**src/rtl/ctl_cov_pkg.sv**
```systemverilog
package ctl_cov_pkg;
  function automatic int unsigned shift_of(int unsigned k, int unsigned base,
                                           int unsigned step, int unsigned idx_w);
    return (base + k * step) % idx_w;
  endfunction
endpackage

```
**src/rtl/cov_hash.sv**
```systemverilog
module cov_hash import ctl_cov_pkg::*; #(
  parameter int unsigned NUM_REGS = 4,
  parameter int unsigned REG_W    = 8,
  parameter int unsigned IDX_W    = 8,
  parameter int unsigned OFF_BASE = 0,
  parameter int unsigned OFF_STEP = 3
) (
  input  logic [NUM_REGS*REG_W-1:0] ctl_i,
  output logic [IDX_W-1:0]          idx_o
);
  localparam int unsigned TW = REG_W + IDX_W;

  logic [IDX_W-1:0] term_w [NUM_REGS];

  for (genvar k = 0; k < NUM_REGS; k++) begin : g_term
    localparam int unsigned SH = shift_of(k, OFF_BASE, OFF_STEP, IDX_W);
    logic [TW-1:0] wide_w;
    assign wide_w    = {{IDX_W{1'b0}}, ctl_i[k*REG_W +: REG_W]} << SH;
    assign term_w[k] = wide_w[IDX_W-1:0];
  end

  always_comb begin
    idx_o = '0;
    for (int k = 0; k < NUM_REGS; k++) idx_o ^= term_w[k];
  end
endmodule

```
**src/rtl/cov_bitmap.sv**
```systemverilog
module cov_bitmap #(
  parameter int unsigned IDX_W = 8
) (
  input  logic             clk_i,
  input  logic             rst_ni,
  input  logic             clr_i,
  input  logic             set_i,
  input  logic [IDX_W-1:0] idx_i,
  output logic             hit_o
);
  localparam int unsigned SLOTS = 1 << IDX_W;

  logic [SLOTS-1:0] map_q;

  assign hit_o = map_q[idx_i];

  always_ff @(posedge clk_i or negedge rst_ni) begin
    if (!rst_ni)    map_q <= '0;
    else if (clr_i) map_q <= '0;
    else if (set_i) map_q[idx_i] <= 1'b1;
  end
endmodule

```
**src/rtl/cov_count.sv**
```systemverilog
module cov_count #(
  parameter int unsigned CNT_W = 8
) (
  input  logic             clk_i,
  input  logic             rst_ni,
  input  logic             clr_i,
  input  logic             inc_i,
  output logic [CNT_W-1:0] cnt_o
);
  localparam logic [CNT_W-1:0] MAX = {CNT_W{1'b1}};

  logic [CNT_W-1:0] cnt_q;
  assign cnt_o = cnt_q;

  always_ff @(posedge clk_i or negedge rst_ni) begin
    if (!rst_ni)                     cnt_q <= '0;
    else if (clr_i)                  cnt_q <= '0;
    else if (inc_i && cnt_q != MAX)  cnt_q <= cnt_q + 1'b1;
  end
endmodule

```
**src/rtl/cov_sum.sv**
```systemverilog
module cov_sum #(
  parameter int unsigned CNT_W   = 8,
  parameter int unsigned CHILD_N = 2
) (
  input  logic [CNT_W-1:0]         own_i,
  input  logic [CHILD_N*CNT_W-1:0] child_i,
  output logic [CNT_W-1:0]         tot_o
);
  localparam int unsigned SW = CNT_W + $clog2(CHILD_N + 2);
  localparam logic [SW-1:0] MAX_W = SW'({CNT_W{1'b1}});

  logic [SW-1:0] acc;

  always_comb begin
    acc = SW'(own_i);
    for (int i = 0; i < CHILD_N; i++) acc += SW'(child_i[i*CNT_W +: CNT_W]);
    tot_o = (acc > MAX_W) ? {CNT_W{1'b1}} : acc[CNT_W-1:0];
  end
endmodule

```
**src/rtl/ctl_cov_mon.sv**
```systemverilog
module ctl_cov_mon #(
  parameter int unsigned NUM_REGS = 4,
  parameter int unsigned REG_W    = 8,
  parameter int unsigned IDX_W    = 8,
  parameter int unsigned OFF_BASE = 0,
  parameter int unsigned OFF_STEP = 3,
  parameter int unsigned CNT_W    = 8,
  parameter int unsigned CHILD_N  = 2
) (
  input  logic                       clk_i,
  input  logic                       rst_ni,
  input  logic                       clr_i,
  input  logic [NUM_REGS*REG_W-1:0]  ctl_i,
  input  logic [CHILD_N*CNT_W-1:0]   child_cnt_i,
  output logic [IDX_W-1:0]           hash_o,
  output logic                       new_o,
  output logic [CNT_W-1:0]           cnt_o,
  output logic [CNT_W-1:0]           tot_o
);
  logic [IDX_W-1:0] idx_w;
  logic             hit_w;
  logic             first_w;
  logic [IDX_W-1:0] hash_q;
  logic             new_q;

  cov_hash #(
    .NUM_REGS(NUM_REGS), .REG_W(REG_W), .IDX_W(IDX_W),
    .OFF_BASE(OFF_BASE), .OFF_STEP(OFF_STEP)
  ) u_hash (
    .ctl_i(ctl_i),
    .idx_o(idx_w)
  );

  cov_bitmap #(.IDX_W(IDX_W)) u_map (
    .clk_i (clk_i),
    .rst_ni(rst_ni),
    .clr_i (clr_i),
    .set_i (1'b1),
    .idx_i (idx_w),
    .hit_o (hit_w)
  );

  assign first_w = !hit_w && !clr_i;

  cov_count #(.CNT_W(CNT_W)) u_cnt (
    .clk_i (clk_i),
    .rst_ni(rst_ni),
    .clr_i (clr_i),
    .inc_i (first_w),
    .cnt_o (cnt_o)
  );

  cov_sum #(.CNT_W(CNT_W), .CHILD_N(CHILD_N)) u_sum (
    .own_i  (cnt_o),
    .child_i(child_cnt_i),
    .tot_o  (tot_o)
  );

  always_ff @(posedge clk_i or negedge rst_ni) begin
    if (!rst_ni) begin
      hash_q <= '0;
      new_q  <= 1'b0;
    end else begin
      hash_q <= idx_w;
      new_q  <= first_w;
    end
  end

  assign hash_o = hash_q;
  assign new_o  = new_q;
endmodule

```
**config.mk**
```make
export PLATFORM = sky130hd
export DESIGN_NAME = ctl_cov_mon
export DESIGN_NICKNAME = d
export VERILOG_FILES = /design/src/rtl/ctl_cov_pkg.sv /design/src/rtl/cov_hash.sv /design/src/rtl/cov_bitmap.sv /design/src/rtl/cov_count.sv /design/src/rtl/cov_sum.sv /design/src/rtl/ctl_cov_mon.sv
export SDC_FILE = /design/constraint.sdc
export NUM_CORES = 1
export LEC_CHECK = 0
export BUFFER_PORTS_ARGS = -buffer_cell sky130_fd_sc_hd__buf_2
export CAP_MARGIN = 20
export CORE_MARGIN = 4
export CORE_UTILIZATION = 55
export DETAILED_ROUTE_END_ITERATION = 10
export GPL_TIMING_DRIVEN = 0
export MAX_ROUTING_LAYER = met4
export PLACE_DENSITY_LB_ADDON = 0.05
export SYNTH_ARGS = -nofsm -noshare
export SYNTH_HDL_FRONTEND = slang
export SYNTH_SLANG_ARGS = --single-unit
```
**constraint.sdc**
```tcl
create_clock -name clk_i -period 6.24 [get_ports clk_i]
set_input_delay 1.56 -clock clk_i [delete_from_list [all_inputs] [get_ports clk_i]]
set_output_delay 1.56 -clock clk_i [all_outputs]
set_load 0.005 [all_outputs]
```
[Word-level counts from Yosys, hierarchy flattened]
Cells that the tools add are included.
Word-level totals
  register bits after elaboration: 273
  bits in latches: 0
  bits in writable memories: 0
  bits in read-only memories: 0
  bits of input ports: 51
  output and inout port bits: 25
  logic and storage cells: 29
  memories kept: 0
Operators by class
  add/subtract/negate cells: 3
  $mul: 0
  divide/modulo/power cells: 0
  order comparisons: 3
  equal/unequal tests: 1
  shift operators: 0
  muxes and demuxes: 8
  bitwise gates (word level): 4
  reduce and logical (&&, ||, !) cells: 6
Operators with widths (number)
  $mux 256: 1
  $or 256x256->256: 1
  $mux 8: 3
  $xor 8x8->8: 3
  $add 10x8->10: 1
  $gt 10x8->1 const B: 1
  $add 8x8->9: 1
  $lt 8x9->1 const B: 1
  $add 8x1->8 const B: 1
  $bmux 1 s8: 1
  $demux 1 s8: 1
  $ge 8x1->1 const B: 1
  $ne 8x8->1 const B: 1
  $logic_and 1x1->1: 3
  $logic_not 1->1: 2
  $mux 1: 2
  $reduce_bool 2->1: 1

[Depth between registers and ports, before layout]
Gate-level depths: netlist of run 1.
  depth after elaboration: 10
  depth in mapped cells: 16
  mapped depth without buffers: 16

[Cells and area by module]
A second synthesis of run 1 with hierarchy kept.
Unflattened totals
  cell total of the unflattened synthesis: 1167
  area total of the unflattened synthesis: 12439.4 um2
By module, submodules not included
  cov_bitmap: times used 1, cells each 1030, area an instance 11068.1 um2, seq. area each 6406.1 um2
  cov_sum: times used 1, cells each 62, area an instance 544.3 um2, seq. area each 0.0 um2
  cov_count: times used 1, cells each 49, area an instance 464.2 um2, seq. area each 200.2 um2
  ctl_cov_mon: times used 1, cells each 11, area an instance 232.7 um2, seq. area each 225.2 um2
  cov_hash: times used 1, cells each 15, area an instance 130.1 um2, seq. area each 0.0 um2

[Worst setup path before layout of run 1]
No wires, ideal clock.
  path kind: input to output
  from: in child_cnt_i[0]
  to: out tot_o[2]
  arrival: 4.232 ns
  data required time: 4.680 ns
  slack: 0.448 ns
  stages: 15
  buffers on the path: 0
  path through: ha_1 > inv_1 > fa_1 > nor2b_1 > o21ai_0 > a21boi_0 > o21ai_0 > nand2b_1 > xor2_1 > ha_1 > a21oi_1 > o21ai_0 > a211o_1 > a21oi_1 > o21ai_0
Between the ends
  longest elaborated chain between the ends: 4
RTL lines
  start, declared: RTL line ctl_cov_mon.sv:14  | input logic [CHILD_N*CNT_W-1:0] child_cnt_i,
  $add 8x8->9 *: RTL line cov_sum.sv:16  | for (int i = 0; i < CHILD_N; i++) acc += SW'(child_i[i*CNT_W +: CNT_W]);
  $add 10x8->10 *: RTL line cov_sum.sv:16
  $gt 10x8->1: RTL line cov_sum.sv:17  | tot_o = (acc > MAX_W) ? {CNT_W{1'b1}} : acc[CNT_W-1:0];
  $mux 8 *: RTL line cov_sum.sv:17
  end, declared: RTL line ctl_cov_mon.sv:18  | output logic [CNT_W-1:0] tot_o
Mark *: on every way between the ends. The rest lies on a longest branch, timed or not.

[Worst setup path in the final report of run 1]
Ends and elaborated chain as after synthesis.

==> qor.yml, run 1 <==
cp-end-kind: "primary output"
routed_wl_um: 37400
dr_total_vias: 10384
hpwl_um: 24800
skew_ns: 0.0123
postSynthAreaPerCell_um2: 9.94
rrSetupSlack_ns: 3.35
setup_slack_ns: 0.226
hold_ws_ns: 0.491
path_class: "primary input to primary output"
avgRoutedWirePerCell_um: 22.3
syn_inst: 1269
grt_pass1_wl_um: 59500
timing.rr.end: "u_cnt.cnt_o[6]"
grt_pass1_vias: 10269
dr.pass1.iters: 5
drt_iter0_drc: 1015
clock-root-buffer: "clkbuf_16"
drv_slew: 0
critPathMaxStageDelay_ns: 0.45
ys.flop_type: "dfrtp_1"
rr_startpoint: "u_map.map_q[247]"
dp_slack_ns: -0.248
clk_transition_reported_paths_ns: 0.06
die_area_um2: 25400
syn-cell-area_um2: 12600
peakVddDrop_v: 0.000198
worst_slew_margin_rel: 0.234
drive_above_1_share: 0.131
tightest_slew_ns: 1.14
powerDensity_nw_per_um2: 286
rsz0062_at_grt: "no"
cts-buffers-inserted: 29
grt_max_degree: 124
crit_cells: 16
slowest_stage: "fa_2"
period_needed_ns: 6.01
r2r_cells: 10
clock_path_buffers: 3
grt_usage: 0.307
power.share.clock: 0.403
port_buffers: 65
p_int_uw: 2950
ant_nets: 0
synth_seq_cells: 273
crit_top_cell: "a21o_1"
cts.sinks: 273
layout_common_cells: "nor2_1 (294), dfrtp_1 (273), a21oi_1 (267)"
status: "finished, final reports clean"
std_cell_rows: 55
nNetsFinal: 1444
fin_setup_tns_ns: 0
final_common_cell: "nor2_1"
clk-insertion-delay-late_ns: 0.55
leakagePower_uw: 0.00653
power_frac_seq: 0.443
period_share: 0.964
start_util: 0.559
cp.arrival_ns: 4.45
synth_cell_types: 51
ys_seq_area_frac: 0.541
route.detailed.drc: 0
path_cells: "buf_2, ha_1, inv_1, fa_2, fa_1, nor2b_1, o21ai_0, nand2b_1, a21o_1, a21o_1, a21o_1, nand2_1, a211o_1, a21oi_4, o21ai_0, buf_2"
cp_max_fo: 8
path_delay_family: "compound AO/OA/AOI/OAI gates"
crit_path_end: "tot_o[2]"
io_pins: 76
worst_ep_required_time_ns: 4.68
max-cap-violations: 0
via_per_inst: 6.19
p_comb_frac: 0.154
antenna_found_initial: 0
startpoint: "child_cnt_i[0]"
area_delta_synth_final_pct: 13.6
hold_viol: 0
die_h_um: 159
grt_overflow_total: 0
cts_tree: "built"
yosysWarnings: 0
h-tree-depth: 1
setup_viol: 0
p_sw_frac: 0.282
max_freq_ghz: 0.166
synth-async-reset-ratio: 1.00
min_path_type: "flop to flop"
start_kind: "primary input"
die_w_um: 159
core-area_um2: 22600
syn_nets: 1340
p_switching_uw: 1150
gp_congestion: 0.880
path_buf_inv: 3
diodes: 0
synth_edf_count: 0
-- kinds of logic after synthesis --
group | synth area share
buf+inv | 0.0332
mux | 0.102
fa+ha+maj | 0.0210
flops | 0.541
compound gates | 0.138
simple gates | 0.145
xor+xnor | 0.0192
-- per-layer routing --
layer | track usage | routed length [um] | share of wire | up-vias
li1 | - | - | - | 4590
met1 | 0.430 | 15900 | 0.42 | 5145
met2 | 0.453 | 16800 | 0.45 | 550
met3 | 0.0570 | 3230 | 0.086 | 99
met4 | 0.112 | 1480 | 0.040 | 0
met5 | - | 0 | 0 | -
-- synthesized netlist by cell type, types with 8 or more instances --
library cell	count	share of area
buf_2	11	0.0044
mux4_2	46	0.082
mux2i_1	24	0.019
ha_1	18	0.018
clkbuf_1	74	0.022
a22oi_1	8	0.0048
nor2_1	294	0.087
nand2_1	92	0.027
nand3_1	30	0.012
xnor2_1	16	0.011
dfrtp_1	273	0.54
a21oi_1	268	0.11
inv_1	14	0.0042
o21ai_0	12	0.0048
nor3_1	10	0.0040
-- layout make-up --
class	instances	area, um2
Multi-Input combinational cell	891	5390
Sequential cell	273	6830
Fill cell	1929	8240
Tap cell	285	357
Inverter	17	63.8
Clock inverter	5	31.3
Clock buffer	45	876
Buffer	88	355
Timing Repair Buffer	73	433
-- power groups by stage --
stage | Sequential [uW] | Combinational (uW) | Clock [uW]
after floorplan | 1850 | 358 | 0
after global placement | 1850 | 608 | 0
after detailed placement | 1850 | 620 | 0
after CTS | 1820 | 624 | 1670
after global routing | 1820 | 687 | 1740
final | 1820 | 631 | 1650
-- registers in the layout (all words and copies together) (netlist names) --
name / flops
new_o: 1
hash_o: 8
u_cnt.cnt_o: 8
u_map.map_q: 256
-- how the worst min path moves through the flow --
stage                startpoint                to  slack, ns  cells past startpoint
3_3_place_gp    u_map.map_q[56]   u_map.map_q[56]       0.47                      2
4_1_cts        u_map.map_q[246]  u_map.map_q[246]       0.49                      2
3_5_place_dp   u_map.map_q[246]  u_map.map_q[246]       0.48                      2
6_report         u_map.map_q[2]    u_map.map_q[2]       0.49                      2
5_1_grt        u_map.map_q[171]  u_map.map_q[171]       0.50                      2
2_1_floorplan  u_map.map_q[103]  u_map.map_q[103]       0.46                      2
-- through the flow --
| step | utilization | area [um2] | power (uW) | instances |
|---|---|---|---|---|
| after floorplan | - | 12600 | 2200 | 1269 |
| after global placement | 0.589 | 13300 | 2460 | 1619 |
| after detailed placement | 0.594 | 13400 | 2470 | 1626 |
| after CTS | 0.634 | 14300 | 4110 | 1676 |
| after global routing | 0.635 | 14300 | 4250 | 1677 |
| final | 0.635 | 14300 | 4100 | 1677 |
-- repair_timing --
| item | in CTS | in global routing |
|---|---|---|
| buffers inserted | 0 | 1 |
| gates resized for setup | 2 | 4 |
| hold buffers | 0 | 0 |
| pin swaps | 0 | 4 |
| endpoints found under the setup margin | 8 | 8 |
-- tightest hold or removal path, cell delays in order (launching register included) --
cell and delay [ns]:
dfrtp_1 0.34, a21oi_1 0.04, nor2_1 0.07
Power figures use the tool's default switching activity.
==> run 2: changes to the inputs <==
Settings changed: CORE_UTILIZATION 55 to 50, TNS_END_PERCENT from default to 20.
==> run 2 against run 1 <==
Critical path type unchanged. Register-to-register slack got worse by 0.03 ns. Hold slack worse by 0.0033 ns. Die area up 9.5%. First-iteration DRC count up 16%. Utilization decreased by 4.8 points. Critical path depth stayed put. Clock power up 4%. Non-clock buffer count up 2. Count of clock-buffer cells in the layout is 4 lower. Final area increased by 0.72%. Via count is 0.98% lower.
==> qor.yml, run 2 (synthesis gave the netlist of run 1 again) <==
status: "finished, final reports clean"  # unchanged
period_share: 0.960  # was 0.964
start_kind: "primary input"  # unchanged
grt_max_degree: 116  # was 124
clk_transition_reported_paths_ns: 0.06  # about the same
fin_setup_tns_ns: 0  # unchanged
fillers: 2167  # was 1929
max_freq_ghz: 0.167  # was 0.166 GHz
via_per_inst: 5.98  # was 6.19
period_needed_ns: 5.99  # was 6.01 ns
die_w_um: 167  # was 159 um
cts_tree: "built"  # unchanged
worst_slew_margin_rel: 0.245  # was 0.234
skew_ns: 0.0141  # was 0.0123 ns
dr.pass1.iters: 6  # was 5
cp_max_fo: 8  # unchanged
slowest_stage: "fa_2"  # unchanged
dr_total_vias: 10282  # was 10.4k
leakagePower_uw: 0.00656  # was 0.00653 uW
crit_top_cell: "a21o_1"  # unchanged
rrSetupSlack_ns: 3.32  # was 3.35 ns
avgRoutedWirePerCell_um: 22.4  # was 22.3 um
cts-buffers-inserted: 31  # was 29
path_delay_family: "compound AO/OA/AOI/OAI gates"  # unchanged
final_common_cell: "nor2_1"  # unchanged
ant_nets: 0  # unchanged
std_cell_rows: 57  # was 55
routed_wl_um: 38500  # was 37400 um
grt_overflow_total: 0  # unchanged
p_total_uw: 4170  # was 4100 uW
multi_input_area_um2: 5390  # about the same
gp_congestion: 0.843  # was 0.880
clk-insertion-delay-late_ns: 0.56  # was 0.55 ns
hpwl_um: 25500  # was 24800 um
port_buffers: 65  # unchanged
setup_slack_ns: 0.248  # was 0.226 ns
powerDensity_nw_per_um2: 289  # was 286 nW/um2
drt_iter0_drc: 1181  # was 1015
r2r_cells: 10  # unchanged
drv_slew: 0  # unchanged
hold_viol: 0  # unchanged
worst_ep_required_time_ns: 4.68  # about the same
dp_slack_ns: -0.233  # was -0.248 ns
setup_viol: 0  # unchanged
path_buf_inv: 3  # unchanged
grt_usage: 0.287  # was 0.307
die_h_um: 167  # was 159 um
cts.sinks: 273  # unchanged
path_cells: "buf_2, ha_1, inv_1, fa_2, fa_1, nor2b_1, o21ai_0, nand2b_1, a21o_1, a21o_1, a21o_1, nand2_1, a211o_1, a21oi_4, o21ai_0, buf_2"  # unchanged
crit_path_end: "tot_o[2]"  # unchanged
layout_common_cells: "nor2_1 (294), dfrtp_1 (273), a21oi_1 (266)"  # was nor2_1 (294), dfrtp_1 (273), a21oi_1 (267)
largest_reg_flops: 256  # unchanged
cp-end-kind: "primary output"  # unchanged
startpoint: "child_cnt_i[0]"  # unchanged
die_area_um2: 27800  # was 25400 um2
io_pins: 76  # unchanged
grt_pass1_wl_um: 61200  # was 59500 um
min_path_type: "flop to flop"  # unchanged
route.detailed.drc: 0  # unchanged
regArea_um2: 6830  # unchanged
crit_cells: 16  # unchanged
max-cap-violations: 0  # unchanged
area_delta_synth_final_pct: 14.4  # was 13.6%
grt_pass1_vias: 10153  # was 10.3k
diodes: 0  # unchanged
drive_above_1_share: 0.135  # was 0.131
cp.arrival_ns: 4.43  # was 4.45 ns
h-tree-depth: 1  # unchanged
path_class: "primary input to primary output"  # unchanged
clock_path_buffers: 3  # unchanged
peakVddDrop_v: 0.000219  # was 0.000198 V
tightest_slew_ns: 1.12  # was 1.14 ns
start_util: 0.513  # was 0.559
critPathMaxStageDelay_ns: 0.46  # was 0.45 ns
cts_hold_buf: 0  # unchanged
antenna_found_initial: 1  # was 0
post-route-util: 0.587  # was 0.635
rr_startpoint: "u_map.map_q[247]"  # unchanged
nNetsFinal: 1448  # was 1444
timing.rr.end: "u_cnt.cnt_o[6]"  # unchanged
core-area_um2: 24600  # was 22600 um2
clock-root-buffer: "clkbuf_16"  # unchanged
regMostFlops: "u_map.map_q"  # unchanged
==> run 2: cell types whose count changed in the layout (fill, tap and decap cells not counted), sizes merged <==
cell / delta
clkbuf: -2
inv: +1
clkinv: +3
bufinv: +1
==> run 2: cell type report <==
class | instances | share of cell area
inverter | 17 | 0.00442
clock buffer | 41 | 0.0598
sequential | 273 | 0.473
tap | 324 | 0.0281
buffer | 88 | 0.0246
multi-input combinational | 891 | 0.373
clock inverter | 10 | 0.00589
timing repair buffer | 75 | 0.0307
==> run 2: worst reg2reg max path, cell delays in order, from the launching register on <==
cell	delay, ns
dfrtp_1	0.38
mux4_2	0.48
a22oi_1	0.20
nand2_1	0.08
a221oi_1	0.44
nand4_1	0.22
nor3b_2	0.24
nand2_1	0.11
buf_2	0.20
o311ai_0	0.30
o41ai_1	0.13
==> run 2: timing repair <==
| item | in CTS | in global routing |
|---|---|---|
| setup endpoints to repair | 8 | 8 |
| resized for setup | 2 | 5 |
| setup buffers | 0 | 2 |
| pin swaps | 0 | 2 |
==> run 2: how the worst min path moves through the flow <==
stage,start,end,slack (ns),depth (start not counted)
6_report,u_map.map_q[50],u_map.map_q[50],0.49,2
2_1_floorplan,u_map.map_q[103],u_map.map_q[103],0.46,2
5_1_grt,u_map.map_q[105],u_map.map_q[105],0.50,2
3_3_place_gp,u_map.map_q[231],u_map.map_q[231],0.47,2
4_1_cts,u_map.map_q[255],u_map.map_q[255],0.49,2
3_5_place_dp,u_map.map_q[255],u_map.map_q[255],0.48,2
==> run 2: through the flow <==
step           hold WS, ns  area [um2]  cells
3_5_place_dp         0.480       13400   1664
6_report             0.487       14400   1719
3_3_place_gp         0.471       13300   1658
5_1_grt              0.504       14400   1719
4_1_cts              0.494       14400   1715
2_1_floorplan        0.457       12600   1269
==> run 2: routing by layer <==
layer,part of all wire,up-vias,global-route usage
li1,-,4606,-
met2,0.45,451,0.433
met4,0.029,0,0.0736
met1,0.44,5132,0.413
met3,0.075,93,0.0446
met5,0,-,-
==> run 2: power by group <==
group | internal (uW) | switching, uW | leakage [uW]
clock | 1000 | 715 | 0.000471
combinational | 192 | 442 | 0.00230
sequential | 1800 | 19.0 | 0.00379
total | 2990 | 1180 | 0.00656
